**config.mk**
```make
export PLATFORM = sky130hd
export DESIGN_NAME = pwm_match_timer
export DESIGN_NICKNAME = d
export VERILOG_FILES = /design/src/rtl/pwm_pkg.sv /design/src/rtl/pwm_counter.sv /design/src/rtl/pwm_regs.sv /design/src/rtl/pwm_channel.sv /design/src/rtl/pwm_match_timer.sv
export SDC_FILE = /design/constraint.sdc
export NUM_CORES = 1
export LEC_CHECK = 0
export BUFFER_PORTS_ARGS = -buffer_cell sky130_fd_sc_hd__buf_2
export CAP_MARGIN = 40
export CORE_ASPECT_RATIO = 0.7
export CORE_MARGIN = 4
export CORE_UTILIZATION = 30
export DETAILED_ROUTE_END_ITERATION = 10
export PLACE_DENSITY = 0.53
export RECOVER_POWER = 25
export SYNTH_ARGS = -nofsm -noshare
export SYNTH_HDL_FRONTEND = slang
export SYNTH_SLANG_ARGS = --single-unit
```
**constraint.sdc**
```tcl
create_clock -name clk_i -period 2.55 [get_ports clk_i]
set_clock_uncertainty 0.2 [all_clocks]
set_input_delay 0.1275 -clock clk_i [delete_from_list [all_inputs] [get_ports clk_i]]
set_output_delay 0.1275 -clock clk_i [all_outputs]
set_load 0.02 [all_outputs]
```
**src/rtl/pwm_pkg.sv**
```systemverilog
package pwm_pkg;
  localparam int NUM_MR  = 7;
  localparam int NUM_OUT = NUM_MR - 1;
  localparam int ADDR_W  = 4;

  typedef enum logic [ADDR_W-1:0] {
    A_CTRL  = 4'd8,
    A_LATCH = 4'd9,
    A_MODE  = 4'd10,
    A_OE    = 4'd11,
    A_IE    = 4'd12,
    A_ICLR  = 4'd13
  } reg_addr_e;
endpackage

```
**src/rtl/pwm_counter.sv**
```systemverilog
module pwm_counter #(
  parameter int CNT_W = 16
) (
  input  logic             clk_i,
  input  logic             rst_ni,
  input  logic             en_i,
  input  logic             hold_i,
  input  logic [CNT_W-1:0] period_i,
  output logic [CNT_W-1:0] cnt_o,
  output logic             run_o,
  output logic             wrap_o
);
  logic [CNT_W-1:0] cnt_q;

  assign run_o  = en_i & ~hold_i;
  assign wrap_o = run_o & (cnt_q == period_i);
  assign cnt_o  = cnt_q;

  always_ff @(posedge clk_i or negedge rst_ni) begin
    if (!rst_ni)     cnt_q <= '0;
    else if (hold_i) cnt_q <= '0;
    else if (wrap_o) cnt_q <= '0;
    else if (run_o)  cnt_q <= cnt_q + 1'b1;
  end


  wrap_to_zero_chk: assert property (@(posedge clk_i) disable iff (!rst_ni)
    wrap_o |=> (cnt_q == '0));

  count_step_chk: assert property (@(posedge clk_i) disable iff (!rst_ni)
    (run_o && !wrap_o) |=> (cnt_q == $past(cnt_q) + 1'b1));

  count_idle_chk: assert property (@(posedge clk_i) disable iff (!rst_ni)
    (!en_i && !hold_i) |=> $stable(cnt_q));

  hold_zero_chk: assert property (@(posedge clk_i) disable iff (!rst_ni)
    hold_i |=> (cnt_q == '0));
endmodule

```
**src/rtl/pwm_regs.sv**
```systemverilog
module pwm_regs
  import pwm_pkg::*;
#(
  parameter int CNT_W = 16
) (
  input  logic                         clk_i,
  input  logic                         rst_ni,
  input  logic                         wr_en_i,
  input  logic [ADDR_W-1:0]            wr_addr_i,
  input  logic [CNT_W-1:0]             wr_data_i,
  input  logic                         wrap_i,
  input  logic [NUM_MR-1:0]            match_i,
  output logic [NUM_MR-1:0][CNT_W-1:0] act_o,
  output logic [NUM_OUT-1:0]           mode_o,
  output logic [NUM_OUT-1:0]           oe_o,
  output logic [NUM_MR-1:0]            flags_o,
  output logic                         en_o,
  output logic                         hold_o
);
  logic [NUM_MR-1:0][CNT_W-1:0] shd_q, act_q;
  logic [NUM_MR-1:0]            latch_q, ie_q, flags_q, clr_v;
  logic [NUM_OUT-1:0]           mode_q, oe_q;
  logic                         en_q, hold_q;

  assign clr_v = (wr_en_i && wr_addr_i == A_ICLR) ? wr_data_i[NUM_MR-1:0] : '0;

  always_ff @(posedge clk_i or negedge rst_ni) begin
    if (!rst_ni) begin
      shd_q   <= '0;
      latch_q <= '0;
      ie_q    <= '0;
      mode_q  <= '0;
      oe_q    <= '0;
      en_q    <= 1'b0;
      hold_q  <= 1'b0;
    end else if (wr_en_i) begin
      if (int'(wr_addr_i) < NUM_MR) shd_q[wr_addr_i] <= wr_data_i;
      case (wr_addr_i)
        A_CTRL:  begin en_q <= wr_data_i[0]; hold_q <= wr_data_i[1]; end
        A_LATCH: latch_q <= wr_data_i[NUM_MR-1:0];
        A_MODE:  mode_q  <= wr_data_i[NUM_OUT-1:0];
        A_OE:    oe_q    <= wr_data_i[NUM_OUT-1:0];
        A_IE:    ie_q    <= wr_data_i[NUM_MR-1:0];
        default: ;
      endcase
    end
  end

  // shadow to active transfer only on wrap
  for (genvar k = 0; k < NUM_MR; k++) begin : g_act
    always_ff @(posedge clk_i or negedge rst_ni) begin
      if (!rst_ni)                    act_q[k] <= '0;
      else if (wrap_i && latch_q[k])  act_q[k] <= shd_q[k];
    end
  end

  // set beats clear
  always_ff @(posedge clk_i or negedge rst_ni) begin
    if (!rst_ni) flags_q <= '0;
    else         flags_q <= (flags_q & ~clr_v) | (match_i & ie_q);
  end

  assign act_o   = act_q;
  assign mode_o  = mode_q;
  assign oe_o    = oe_q;
  assign flags_o = flags_q;
  assign en_o    = en_q;
  assign hold_o  = hold_q;


  act_hold_chk: assert property (@(posedge clk_i) disable iff (!rst_ni)
    !wrap_i |=> $stable(act_q));

  flag_sticky_chk: assert property (@(posedge clk_i) disable iff (!rst_ni)
    ((($past(flags_q) & ~$past(clr_v)) & ~flags_q) == '0));
endmodule

```
**src/rtl/pwm_channel.sv**
```systemverilog
module pwm_channel (
  input  logic clk_i,
  input  logic rst_ni,
  input  logic run_i,
  input  logic dbl_i,
  input  logic oe_i,
  input  logic at_start_i,
  input  logic set_hit_i,
  input  logic rst_hit_i,
  output logic pwm_o
);
  logic lvl_q, lvl_d, set_c;

  assign set_c = dbl_i ? set_hit_i : at_start_i;
  // clear has priority over set
  assign lvl_d = rst_hit_i ? 1'b0 : (set_c ? 1'b1 : lvl_q);
  assign pwm_o = oe_i & lvl_d;

  always_ff @(posedge clk_i or negedge rst_ni) begin
    if (!rst_ni)    lvl_q <= 1'b0;
    else if (run_i) lvl_q <= lvl_d;
  end


  clear_wins_chk: assert property (@(posedge clk_i) disable iff (!rst_ni)
    (run_i && rst_hit_i) |=> !lvl_q);
endmodule

```
**src/rtl/pwm_match_timer.sv**
```systemverilog
module pwm_match_timer
  import pwm_pkg::*;
#(
  parameter int CNT_W = 16
) (
  input  logic               clk_i,
  input  logic               rst_ni,
  input  logic               wr_en_i,
  input  logic [ADDR_W-1:0]  wr_addr_i,
  input  logic [CNT_W-1:0]   wr_data_i,
  input  logic               ext_en_i,
  output logic               en_o,
  output logic [CNT_W-1:0]   count_o,
  output logic [NUM_OUT-1:0] pwm_o,
  output logic [NUM_MR-1:0]  irq_flags_o,
  output logic               irq_o
);
  logic [NUM_MR-1:0][CNT_W-1:0] act;
  logic [NUM_OUT-1:0]           mode, oe;
  logic [NUM_MR-1:0]            hit, match;
  logic [CNT_W-1:0]             cnt;
  logic                         run, wrap, hold;

  pwm_counter #(.CNT_W(CNT_W)) u_cnt (
    .clk_i   (clk_i),
    .rst_ni  (rst_ni),
    .en_i    (ext_en_i),
    .hold_i  (hold),
    .period_i(act[0]),
    .cnt_o   (cnt),
    .run_o   (run),
    .wrap_o  (wrap)
  );

  pwm_regs #(.CNT_W(CNT_W)) u_regs (
    .clk_i    (clk_i),
    .rst_ni   (rst_ni),
    .wr_en_i  (wr_en_i),
    .wr_addr_i(wr_addr_i),
    .wr_data_i(wr_data_i),
    .wrap_i   (wrap),
    .match_i  (match),
    .act_o    (act),
    .mode_o   (mode),
    .oe_o     (oe),
    .flags_o  (irq_flags_o),
    .en_o     (en_o),
    .hold_o   (hold)
  );

  for (genvar k = 0; k < NUM_MR; k++) begin : g_cmp
    assign hit[k]   = (cnt == act[k]);
    assign match[k] = hit[k] & run;
  end

  for (genvar j = 0; j < NUM_OUT; j++) begin : g_ch
    pwm_channel u_ch (
      .clk_i     (clk_i),
      .rst_ni    (rst_ni),
      .run_i     (run),
      .dbl_i     (mode[j]),
      .oe_i      (oe[j]),
      .at_start_i(cnt == '0),
      .set_hit_i (hit[j]),
      .rst_hit_i (hit[j+1]),
      .pwm_o     (pwm_o[j])
    );
  end

  assign count_o = cnt;
  assign irq_o   = |irq_flags_o;


  oe_gate_chk: assert property (@(posedge clk_i) disable iff (!rst_ni)
    ((pwm_o & ~oe) == '0));

  count_bound_chk: assert property (@(posedge clk_i) disable iff (!rst_ni)
    (cnt <= act[0]) || !$stable(act[0]) || (cnt == '0) || $past(hold));
endmodule

```
==> results.json <==
{
  "insertion_delay_ps": 550,
  "post-place-ws_ps": 127,
  "grt.overflow.total": 0,
  "synthCells": 933,
  "ys.warnings.count": 0,
  "finalPower_mw": 15.6,
  "clockPowerShare_pct": 29.4,
  "antenna_found_initial": 1,
  "slew_headroom_pct": 7.28,
  "groute.usage.overall_pct": 14.7,
  "synthXorXnorAreaFrac_pct": 7.78,
  "dieArea_sq_um": 46600,
  "use_met2_pct": 21.4,
  "synthAdderAreaFrac_pct": 0.193,
  "grt_most_used_layer": "met1",
  "switching_share_pct": 29.8,
  "synthTopCellsByCount": "281 x dfrtp_1, 182 x mux2_2, 97 x xor2_1",
  "yosysSeqAreaShare_pct": 54.3,
  "synth_most_common_cell": "dfrtp_1",
  "cp_max_fo": 7,
  "num_antenna_cells": 0,
  "yosys.area_share.simple_pct": 7.78,
  "synthTopCellsByArea": "dfrtp_1 54%, mux2_2 16%, mux2_4 8.1%",
  "fmax_ghz": 0.364,
  "final_util_pct": 38.5,
  "p_leak_nw": 7.78,
  "setup_tns_ps": -1710,
  "ys_ff_latch": 281,
  "wl_per_cell_microns": 21.2,
  "die_x_microns": 256,
  "h-tree-depth": 1,
  "powerDensity_nw_per_um2": 955,
  "dp.cells": 1545,
  "final_cells": 1666,
  "drt-initial-drc-count": 398,
  "irDropWorstVdd_mv": 0.541,
  "rows": 63,
  "crit_arrival_ps": 2420,
  "coreArea_sq_um": 42500,
  "drcViolationCount": 0,
  "pin_count": 55,
  "synth_top_area_share_pct": 54.3,
  "synth.avg_cell_area_sq_um": 13.9,
  "cp-start-kind": "flop",
  "endpoint_kind": "output port",
  "hold_violations": 0,
  "min_period_ps": 2740,
  "fin_crit_sh_pct": 108,
  "synth_compound_gate_area_share_pct": 2.27,
  "synth_edf_count": 0,
  "dp_hpwl_microns": 23400,
  "layout-drive-gt1-share_pct": 47.0,
  "synth_top_area_cell": "dfrtp_1",
  "grt_max_degree": 88,
  "p_switching_mw": 4.66,
  "tritoncts": "yes",
  "drv_cap": 0,
  "crit_type": "reg -> out",
  "synthFlopType": "dfrtp_1",
  "grt_pass1_wl_microns": 53400,
  "gp_congestion": 0.796,
  "drv_slew": 0,
  "clock-sinks": 281,
  "p_int_mw": 11.0,
  "finalSetupViolCount": 58,
  "setup_slack_ps": -194,
  "first_pass_iters": 5,
  "final_antenna_net_count": 0,
  "numCtsBuffers": 27,
  "initial_utilization_pct": 30.5,
  "comb_power_share_pct": 29.2,
  "hold_path.class": "reg -> reg",
  "first_global_vias": 8471,
  "rsz0062_at_grt": "true",
  "synth_area_sq_um": 13000,
  "violations": "negative setup slack",
  "vias": 8103,
  "async_flop_share_pct": 100,
  "totalWireLength_microns": 35300,
  "path_clk_slew_ps": 70,
  "synthMuxAreaShare_pct": 24.2,
  "synth_cell_types": 45,
  "synth_top_family_by_area": "multiplexers",
  "power_frac_seq_pct": 41.4,
  "syn_to_final_growth_pct": 26.2,
  "crit_required_ps": 2220,
  "cts-root-buf": "clkbuf_16",
  "portBuffers": 54,
  "grt_use_met3_pct": 2.37,
  "clk_path_buf_depth": 3,
  "rrSetupSlack_ps": -50,
  "grt_util_met1_pct": 23.1,
  "worst_slew_pin_slew_ps": 1390,
  "final_nets": 1119,
  "chipHeight_microns": 182,
  "syn_nets": 959,
  "status": "finished, violations left",
  "viasPerCell": 4.86
}
==> critical path, cell delays in order (launching register included) <==
cell	delay, ps
dfrtp_2	430
buf_12	150
inv_2	50
ha_2	150
nor4b_4	200
nand4_1	150
buf_6	190
nor2_4	140
a211oi_2	70
nor2_2	190
buf_6	140
==> what timing repair did <==
item / 4_1_cts / 5_1_grt
pin swaps: 27 / 24
endpoints found under the hold margin: 441 / 0
setup buffers: 27 / 13
cloned: 0 / 8
gates resized for setup: 66 / 27
hold buffers: 24 / 0
setup endpoints to repair: 6 / 117
==> sequential cells by signal, summed over array words and instances, names as in the netlist <==
| name | count |
|---|---|
| u_regs.act_o | 112 |
| u_regs.shd_q | 112 |
| u_cnt.cnt_o | 16 |
| u_regs.flags_o | 7 |
| u_regs.ie_q | 7 |
| u_regs.latch_q | 7 |
| g_ch.u_ch.lvl_q | 6 |
| u_regs.mode_o | 6 |
| u_regs.oe_o | 6 |
| u_regs.en_o | 1 |
| u_regs.hold_o | 1 |
==> per-stage QoR <==
step	area [sq um]	hold WS, ps
after detailed placement	14200	-104
after CTS	16000	34.4
after global placement	14200	-105
after floorplan	13000	-368
after global routing	16300	315
final	16300	294
==> layout by cell type (no fill, tap or decap), types with 14 or more instances in the layout <==
master,instances
clkbuf_16,35
mux2_2,179
nor4_2,17
dlygate4sd3_1,23
mux2_4,73
xor2_1,94
nand3_1,14
dfrtp_1,273
buf_2,47
nor2_1,19
buf_12,24
xnor2_1,14
nand2_1,41
buf_4,69
nand4_1,20
==> power groups by stage <==
stage	clock, mW	combinational [mW]	sequential [mW]
after floorplan	0	2.71	6.37
after global placement	0	3.84	6.49
after detailed placement	0	3.89	6.52
after CTS	4.70	4.38	6.45
after global routing	4.89	4.92	6.62
final	4.58	4.57	6.46
==> cells by family (layout without fill, tap and decap cells) <==
kind of cell / after synthesis / after routing
AO/OA/AOI/OAI: 44 / 44
adder cells (fa/ha/maj): 2 / 2
XOR/XNOR: 115 / 115
AND/OR/NAND/NOR: 171 / 171
buffers and inverters: 64 / 245
multiplexers: 256 / 256
flip-flops: 281 / 281
==> worst paths after layout <==
| check | depth (start not counted) | to | from |
|---|---|---|---|
| min in group asynchronous | 3 | u_regs.act_o[105] | rst_ni |
| hold reg to reg | 1 | u_regs.flags_o[6] | u_regs.ie_q[6] |
| setup / recovery | 10 | pwm_o[4] | u_cnt.cnt_o[0] |
| max in group asynchronous | 3 | u_cnt.cnt_o[2] | rst_ni |
| hold / removal | 1 | u_regs.flags_o[6] | u_regs.ie_q[6] |
| setup reg to reg | 8 | u_regs.act_o[66] | u_cnt.cnt_o[11] |
==> layout make-up <==
class | count | area (sq um)
multi-input combinational | 588 | 5710
clock inverter | 12 | 224
timing repair buffer | 190 | 1860
inverter | 5 | 18.8
clock buffer | 38 | 797
sequential | 281 | 7040
tap | 552 | 691
fill | 3972 | 26100
==> routing by layer <==
layer  vias to the layer above  share of wire, %
li1                       3617                 -
met1                      4266                51
met2                       172                43
met3                        48               4.0
met4                         0               1.5
met5                         -                 0
(Power assumes the default switching activity.)
